`config.mk`:
```
export PLATFORM = sky130hd
export DESIGN_NAME = sd_cmd_engine
export DESIGN_NICKNAME = d
export VERILOG_FILES = /design/src/rtl/sd_cmd_pkg.sv /design/src/rtl/sd_cmd_dpath.sv /design/src/rtl/sd_cmd_ctrl.sv /design/src/rtl/sd_cmd_engine.sv
export SDC_FILE = /design/constraint.sdc
export NUM_CORES = 1
export LEC_CHECK = 0
export BUFFER_PORTS_ARGS = -buffer_cell sky130_fd_sc_hd__buf_2
export CAP_MARGIN = 0
export CORE_ASPECT_RATIO = 1.75
export CORE_MARGIN = 4
export CORE_UTILIZATION = 50
export CTS_CLUSTER_DIAMETER = 60
export CTS_CLUSTER_SIZE = 16
export DETAILED_ROUTE_END_ITERATION = 6
export GPL_TIMING_DRIVEN = 0
export PLACE_DENSITY = 0.75
export SLEW_MARGIN = 20
export SYNTH_ARGS = -nofsm -noshare
export SYNTH_HDL_FRONTEND = slang
export SYNTH_HIERARCHICAL = 1
export SYNTH_SLANG_ARGS = --single-unit
```
`constraint.sdc`:
```
create_clock -name clk -period 4 [get_ports clk]
set_clock_uncertainty 0.05 [all_clocks]
set_input_delay 0.6 -clock clk [delete_from_list [all_inputs] [get_ports clk]]
set_output_delay 0.6 -clock clk [all_outputs]
set_load 0.03 [all_outputs]
```
`src/rtl/sd_cmd_pkg.sv`:
```
package sd_cmd_pkg;

  localparam int FRAME_W    = 48;
  localparam int HEAD_W     = 40;
  localparam int RESP_SHORT = 48;
  localparam int RESP_LONG  = 136;
  localparam int CNT_W      = $clog2(RESP_LONG + 1);
  localparam logic [6:0] CRC_TAPS = 7'h09;

  typedef enum logic [2:0] {
    PH_IDLE,
    PH_TX,
    PH_HUNT,
    PH_RX,
    PH_DONE
  } phase_e;

  // strobes from the sequencer to the datapath
  typedef struct packed {
    logic loadFrame;
    logic clkRun;
    logic shiftTx;
    logic releaseLine;
    logic captureBit;
  } strobe_t;

  // serial-equivalent CRC7 over the header, evaluated in one cycle
  function automatic logic [6:0] crc7Of(input logic [HEAD_W-1:0] head);
    logic [6:0] acc;
    logic fb;
    acc = '0;
    for (int i = HEAD_W - 1; i >= 0; i--) begin
      fb  = head[i] ^ acc[6];
      acc = {acc[5:0], 1'b0};
      if (fb) acc = acc ^ CRC_TAPS;
    end
    return acc;
  endfunction

endpackage

```
`src/rtl/sd_cmd_dpath.sv`:
```
module sd_cmd_dpath
  import sd_cmd_pkg::*;
#(
  parameter int DIV_W  = 8,
  parameter int RESP_W = RESP_LONG
) (
  input  logic              clk,
  input  logic              rstN,
  input  strobe_t           strb,
  input  logic [5:0]        cmdIndex,
  input  logic [31:0]       cmdArg,
  input  logic [DIV_W-1:0]  clkDiv,
  input  logic              cmdIn,
  output logic              fallEv,
  output logic              riseEv,
  output logic              sdClk,
  output logic              cmdOut,
  output logic              cmdOe,
  output logic [RESP_W-1:0] resp
);

  logic [DIV_W-1:0]   divCnt;
  logic               tick;
  logic [FRAME_W-1:0] txShift;
  logic [HEAD_W-1:0]  head;
  logic [FRAME_W-1:0] frame;

  assign head  = {2'b01, cmdIndex, cmdArg};
  assign frame = {head, crc7Of(head), 1'b1};

  // clock divider: one tick per half period
  assign tick   = strb.clkRun && (divCnt == clkDiv);
  assign fallEv = tick && sdClk;
  assign riseEv = tick && !sdClk;

  always_ff @(posedge clk or negedge rstN) begin
    if (!rstN) begin
      divCnt <= '0;
      sdClk  <= 1'b1;
    end else if (!strb.clkRun) begin
      divCnt <= '0;
      sdClk  <= 1'b1;
    end else if (tick) begin
      divCnt <= '0;
      sdClk  <= !sdClk;
    end else begin
      divCnt <= divCnt + 1'b1;
    end
  end

  // transmit shifter, launched on falling edges
  always_ff @(posedge clk or negedge rstN) begin
    if (!rstN) begin
      txShift <= '0;
      cmdOut  <= 1'b1;
      cmdOe   <= 1'b0;
    end else begin
      if (strb.loadFrame) begin
        txShift <= frame;
        cmdOe   <= 1'b0;
        cmdOut  <= 1'b1;
      end else if (strb.shiftTx) begin
        txShift <= {txShift[FRAME_W-2:0], 1'b0};
        cmdOut  <= txShift[FRAME_W-1];
        cmdOe   <= 1'b1;
      end else if (strb.releaseLine) begin
        cmdOe   <= 1'b0;
        cmdOut  <= 1'b1;
      end
    end
  end

  // receive shifter, sampled on rising edges
  always_ff @(posedge clk or negedge rstN) begin
    if (!rstN) begin
      resp <= '0;
    end else if (strb.loadFrame) begin
      resp <= '0;
    end else if (strb.captureBit) begin
      resp <= {resp[RESP_W-2:0], cmdIn};
    end
  end

  // the line value moves only together with a falling clock edge
  p_launch_on_fall_r3: assert property (@(posedge clk) disable iff (!rstN)
    ($past(cmdOe) && cmdOe && (cmdOut != $past(cmdOut))) |-> ($past(sdClk) && !sdClk));

  // captures happen only in the cycle a rising edge is produced
  p_capture_on_rise_r5: assert property (@(posedge clk) disable iff (!rstN)
    strb.captureBit |=> sdClk);

endmodule

```
`src/rtl/sd_cmd_ctrl.sv`:
```
module sd_cmd_ctrl
  import sd_cmd_pkg::*;
#(
  parameter int TMO_W = 24
) (
  input  logic             clk,
  input  logic             rstN,
  input  logic             start,
  input  logic             longResp,
  input  logic [TMO_W-1:0] tmoLimit,
  input  logic             fallEv,
  input  logic             riseEv,
  input  logic             cmdIn,
  input  logic             sdClk,
  input  logic             cmdOe,
  output strobe_t          strb,
  output logic             busy,
  output logic             done,
  output logic             timedOut
);

  phase_e           phase;
  logic [CNT_W-1:0] bitCnt;
  logic [TMO_W-1:0] tmoCnt;
  logic             lenLong;
  logic [CNT_W-1:0] respLen;

  assign respLen = lenLong ? CNT_W'(RESP_LONG) : CNT_W'(RESP_SHORT);

  always_comb begin
    strb.loadFrame   = (phase == PH_IDLE) && start;
    strb.clkRun      = (phase == PH_TX) || (phase == PH_HUNT) || (phase == PH_RX);
    strb.shiftTx     = (phase == PH_TX) && fallEv && (bitCnt != CNT_W'(FRAME_W));
    strb.releaseLine = (phase == PH_TX) && fallEv && (bitCnt == CNT_W'(FRAME_W));
    strb.captureBit  = riseEv && (((phase == PH_HUNT) && !cmdIn) || (phase == PH_RX));
  end

  assign busy = (phase != PH_IDLE);
  assign done = (phase == PH_DONE);

  always_ff @(posedge clk or negedge rstN) begin
    if (!rstN) begin
      phase    <= PH_IDLE;
      bitCnt   <= '0;
      tmoCnt   <= '0;
      lenLong  <= 1'b0;
      timedOut <= 1'b0;
    end else begin
      unique case (phase)
        PH_IDLE: if (start) begin
          phase    <= PH_TX;
          bitCnt   <= '0;
          tmoCnt   <= '0;
          lenLong  <= longResp;
          timedOut <= 1'b0;
        end
        PH_TX: if (fallEv) begin
          if (bitCnt == CNT_W'(FRAME_W)) begin
            phase  <= PH_HUNT;
            bitCnt <= '0;
          end else begin
            bitCnt <= bitCnt + 1'b1;
          end
        end
        PH_HUNT: if (riseEv) begin
          if (!cmdIn) begin
            phase  <= PH_RX;
            bitCnt <= CNT_W'(1);
          end else if (tmoCnt == tmoLimit - 1'b1) begin
            phase    <= PH_DONE;
            timedOut <= 1'b1;
          end else begin
            tmoCnt <= tmoCnt + 1'b1;
          end
        end
        PH_RX: if (riseEv) begin
          bitCnt <= bitCnt + 1'b1;
          if (bitCnt + 1'b1 == respLen) phase <= PH_DONE;
        end
        PH_DONE: phase <= PH_IDLE;
        default: phase <= PH_IDLE;
      endcase
    end
  end

  // clock rests high whenever no command is running
  p_idle_clk_high_r3: assert property (@(posedge clk) disable iff (!rstN)
    (phase == PH_IDLE) |-> sdClk);

  // line stays released while listening
  p_line_released_r4: assert property (@(posedge clk) disable iff (!rstN)
    ((phase == PH_HUNT) || (phase == PH_RX)) |-> !cmdOe);

  // completion is a single-cycle pulse followed by idle
  p_done_pulse_r11: assert property (@(posedge clk) disable iff (!rstN)
    done |=> (!done && !busy));

  // a start during a transfer does not cut it short
  p_start_ignored_r10: assert property (@(posedge clk) disable iff (!rstN)
    (busy && !done && start) |=> busy);

  // successful completion has counted exactly the selected length
  p_rx_count_r7: assert property (@(posedge clk) disable iff (!rstN)
    (done && !timedOut) |-> (bitCnt == respLen));

endmodule

```
`src/rtl/sd_cmd_engine.sv`:
```
module sd_cmd_engine
  import sd_cmd_pkg::*;
#(
  parameter int DIV_W = 8,
  parameter int TMO_W = 24
) (
  input  logic                 clk,
  input  logic                 rstN,
  input  logic                 start,
  input  logic [5:0]           cmdIndex,
  input  logic [31:0]          cmdArg,
  input  logic                 longResp,
  input  logic [DIV_W-1:0]     clkDiv,
  input  logic [TMO_W-1:0]     tmoLimit,
  output logic                 busy,
  output logic                 done,
  output logic                 timedOut,
  output logic [RESP_LONG-1:0] resp,
  output logic                 sdClk,
  output logic                 cmdOut,
  output logic                 cmdOe,
  input  logic                 cmdIn
);

  strobe_t strb;
  logic    fallEv;
  logic    riseEv;

  sd_cmd_ctrl #(.TMO_W(TMO_W)) u_ctrl (
    .clk      (clk),
    .rstN     (rstN),
    .start    (start),
    .longResp (longResp),
    .tmoLimit (tmoLimit),
    .fallEv   (fallEv),
    .riseEv   (riseEv),
    .cmdIn    (cmdIn),
    .sdClk    (sdClk),
    .cmdOe    (cmdOe),
    .strb     (strb),
    .busy     (busy),
    .done     (done),
    .timedOut (timedOut)
  );

  sd_cmd_dpath #(.DIV_W(DIV_W), .RESP_W(RESP_LONG)) u_dpath (
    .clk      (clk),
    .rstN     (rstN),
    .strb     (strb),
    .cmdIndex (cmdIndex),
    .cmdArg   (cmdArg),
    .clkDiv   (clkDiv),
    .cmdIn    (cmdIn),
    .fallEv   (fallEv),
    .riseEv   (riseEv),
    .sdClk    (sdClk),
    .cmdOut   (cmdOut),
    .cmdOe    (cmdOe),
    .resp     (resp)
  );

endmodule

```
==> results.toml <==
[timing]
setup_viol = 0
maxSlewHeadroom_pct = 40.9
timing_hold_violations_final = 0
timing.final.crit_share_pct = 94.7
worst_pin_slew_ns = 0.879
post-route-min-period_ns = 3.79
layout_setup_ws_ns = 0.210
rsz0062_at_grt = "false"
timing.fmax_mhz = 264
fin_setup_tns_ns = 0
hold_slack_ns = 0.274
slew_viol_final = 0

[yosys]
syn_nets = 1226
synth-simple-area-share_pct = 15.1
synth-edff-count = 0
synth_top_family_by_area = "multiplexers"
muxShareOfSynthArea_pct = 15.4
synth_seq_cells = 232
yosysTopAreaCellShare_pct = 47.9
synth_compound_area_share_pct = 7.70
synth.area.top_cells = "dfrtp_1 48%, mux2i_1 15%, nor2_1 5.2%"
synth-main-ff-cell = "dfrtp_1"
ys_async_sr_fraction_pct = 100
synth_fa_ha_area_share_pct = 0.521
syn_avg_cell_area_um2 = 10.5
synthXorXnorAreaFrac_pct = 10.2
ys_types = 64
syn_area_um2 = 12000
synth_top_cell_by_area = "dfrtp_1"
yosysWarningCount = 6
synthCells = 1146
seq_area_frac_synth_pct = 48.4

[placement]
place_area_um2 = 13500
place_congestion = 0.900
dp_hpwl_mm = 23.0
io_buffers = 215
dp_slack_ns = -0.476

[clock_network]
tritoncts = "yes"
clkTransAtPathRegs_ns = 0.08
cts-buffers-inserted = 18
htree_levels = 1
clk-insertion-delay-late_ns = 0.49
clockBufferDepth = 3
cts_root_buf = "clkbuf_16"
cts.sinks = 232

[setup_path]
startpoint_type = "primary input"
r2r_cells = 14
worstSetupPathType = "primary input to register"
ff2ff_setup_slack_ns = 0.29
reg2reg_from = "u_dpath/divCnt[6]$_DFF_PN0_"
crit_chain = "buf_2, inv_1, ha_1, nor3b_1, nand3_1, o21a_1, o41ai_1, o211ai_1, nor4b_4, buf_6, buf_6, o21ai_0, a21oi_1"
r2r-end = "u_ctrl/tmoCnt[22]$_DFFE_PN0P_"
critPathTopFamily = "simple AND/OR/NAND/NOR gates"
cp-end-kind = "register"
path_buf_inv = 4
arrival_ns = 4.16
crit_start = "tmoLimit[0]"
worst-path-max-fanout = 10
critical_path.slowest_cell = "nor3b_1"
cpMostUsedCell = "buf_6"
required_ns = 4.37
cp_slowest_stage_delay_ns = 0.72

[worst_hold_path]
min_from = "longResp"
hold-path-endpoint = "u_ctrl/lenLong$_DFFE_PN0P_"
hold_class = "primary input to register"
min_path_cells = 3

[layout]
area_growth_pct = 17.4
final_area_um2 = 14100
fill_cells = 2026
nNetsFinal = 1465
diodes = 0
drive_above_1_share_pct = 20.1

[pwr]
p_per_area_nw_per_um2 = 386
leakage_nw = 6.71
ir_drop_uv = 473

[drt]
drc = 0
routed_wl_mm = 30.2
vias_per_cell = 5.54
num_vias = 9401
drt-wirelength-per-cell_um = 17.8
dr.pass1.iters = 5
antenna_left = 0
drt_iter0_drc = 667

[floorplan]
die_width_um = 125
core_area_um2 = 23500
die_h_um = 213
fp.dieArea_um2 = 26700
io_pins = 217
std_cell_rows = 74
initial_core_util_pct = 51.1

[grt]
grt_max_degree = 101
overflow = 0
antenna_found_initial = 0
grt_use_total_pct = 22.3
grt_pass1_wl_mm = 48.7
grt_pass1_vias = 9659

[outcome]
outcome = "finished clean"

[run]
drv_cap = 0
worst max-delay path by stage:
stage | end | cells after the start
floorplan | u_ctrl/tmoCnt[23]$_DFFE_PN0P_ | 13
global placement | u_dpath/resp[118]$_DFFE_PN0P_ | 1
detailed placement | u_ctrl/tmoCnt[22]$_DFFE_PN0P_ | 15
CTS | u_ctrl/tmoCnt[19]$_DFFE_PN0P_ | 13
global route | u_ctrl/tmoCnt[22]$_DFFE_PN0P_ | 14
finish | u_ctrl/tmoCnt[5]$_DFFE_PN0P_ | 13
placed cells by master, fill, tap and decap left out, types with 3 or more instances in the layout:
cell,Yosys,routed
dfrtp_1,230,230
buf_2,3,221
mux2i_1,182,182
nor2_1,167,166
nand2_1,71,71
o21ai_0,64,64
xnor2_1,52,52
clkbuf_1,39,43
a21oi_1,39,38
xor2_1,34,34
nand3_1,23,23
or3_1,20,20
clkbuf_16,0,19
inv_1,19,19
nand4_1,14,14
and3_1,14,14
nor4_1,13,13
o31ai_1,13,13
buf_1,18,13
or4_1,12,12
nor3_1,11,11
nor2b_1,11,11
xnor3_1,11,11
a211oi_1,9,8
or2_2,6,6
nand2b_1,5,5
o21ai_1,5,5
ha_1,5,5
a211o_1,4,4
and2_1,3,3
o211ai_1,3,3
o21a_1,3,3
clkbuf_2,1,3
xnor2_2,3,3
flip-flops by register name, summed over array words and instances (netlist names), 3 cells and up:
signal,count
u_ctrl/bitCnt,8
u_dpath/txShift,48
u_ctrl/phase,3
u_dpath/resp,136
u_dpath/divCnt,8
u_ctrl/tmoCnt,24
tightest hold or removal path, stage by stage:
cell     delay, ns
buf_2         0.09
nand2_1       0.04
nand2_1       0.05
metrics by stage:
stage,utilization [%],power [W],std cells
after floorplan,-,0.00347,1146
after global placement,57.2,0.00374,1665
after detailed placement,57.5,0.00377,1667
after CTS,59.8,0.00549,1695
after global routing,59.9,0.00571,1696
final,59.9,0.00543,1696
logic make-up (layout without fill, tap and decap cells):
kind of cell,count (synthesis),count (layout)
buffers and inverters,82,328
and+or+nand+nor,382,382
DFF,232,232
adders and majority gates,5,5
xor gates and xnor gates,107,107
muxes,184,184
AOI/OAI and AO/OA,154,154
per-layer routing:
layer | part of all wire [%] | up-vias | global-route usage (%)
li1 | - | 4450 | -
met1 | 35 | 4644 | 23.6
met4 | 4.0 | 0 | 9.17
met2 | 56 | 238 | 43.9
met3 | 4.4 | 69 | 3.03
met5 | 0 | - | 0
Yosys cell counts, types with 9 or more instances:
master    instances
inv_1            19
nor2b_1          11
nor4_1           13
a21oi_1          39
or3_1            20
nand2_1          71
mux2i_1         182
a211oi_1          9
and3_1           14
dfrtp_1         230
buf_1            18
o21ai_0          64
xnor2_1          52
clkbuf_1         39
nand3_1          23
nor3_1           11
nand4_1          14
nor2_1          167
xor2_1           34
or4_1            12
o31ai_1          13
xnor3_1          11
power by group:
| part | internal (W) | switching (W) | total, W |
|---|---|---|---|
| clock network | 0.000888 | 0.000810 | 0.00170 |
| logic | 0.000626 | 0.000592 | 0.00122 |
| registers | 0.00243 | 0.0000902 | 0.00252 |
| total | 0.00394 | 0.00149 | 0.00543 |
layout make-up:
cell class                      count  area (um^2)  area share [%]
Timing Repair Buffer              220         1170            8.27
Clock buffer                       26          512            3.63
Multi-Input combinational cell    832         5890            41.8
Inverter                           19         71.3           0.506
Tap cell                          304          380            2.70
Clock inverter                      1         8.76          0.0621
Sequential cell                   232         5810            41.2
Buffer                             62          260            1.85
repair_timing:
| action | in CTS | in global routing |
|---|---|---|
| setup buffers | 0 | 2 |
| setup endpoints to repair | 49 | 64 |
| hold buffers | 1 | 0 |
| hold endpoints to repair | 38 | 0 |
| resized for setup | 5 | 6 |
(Power assumes the default switching activity.)
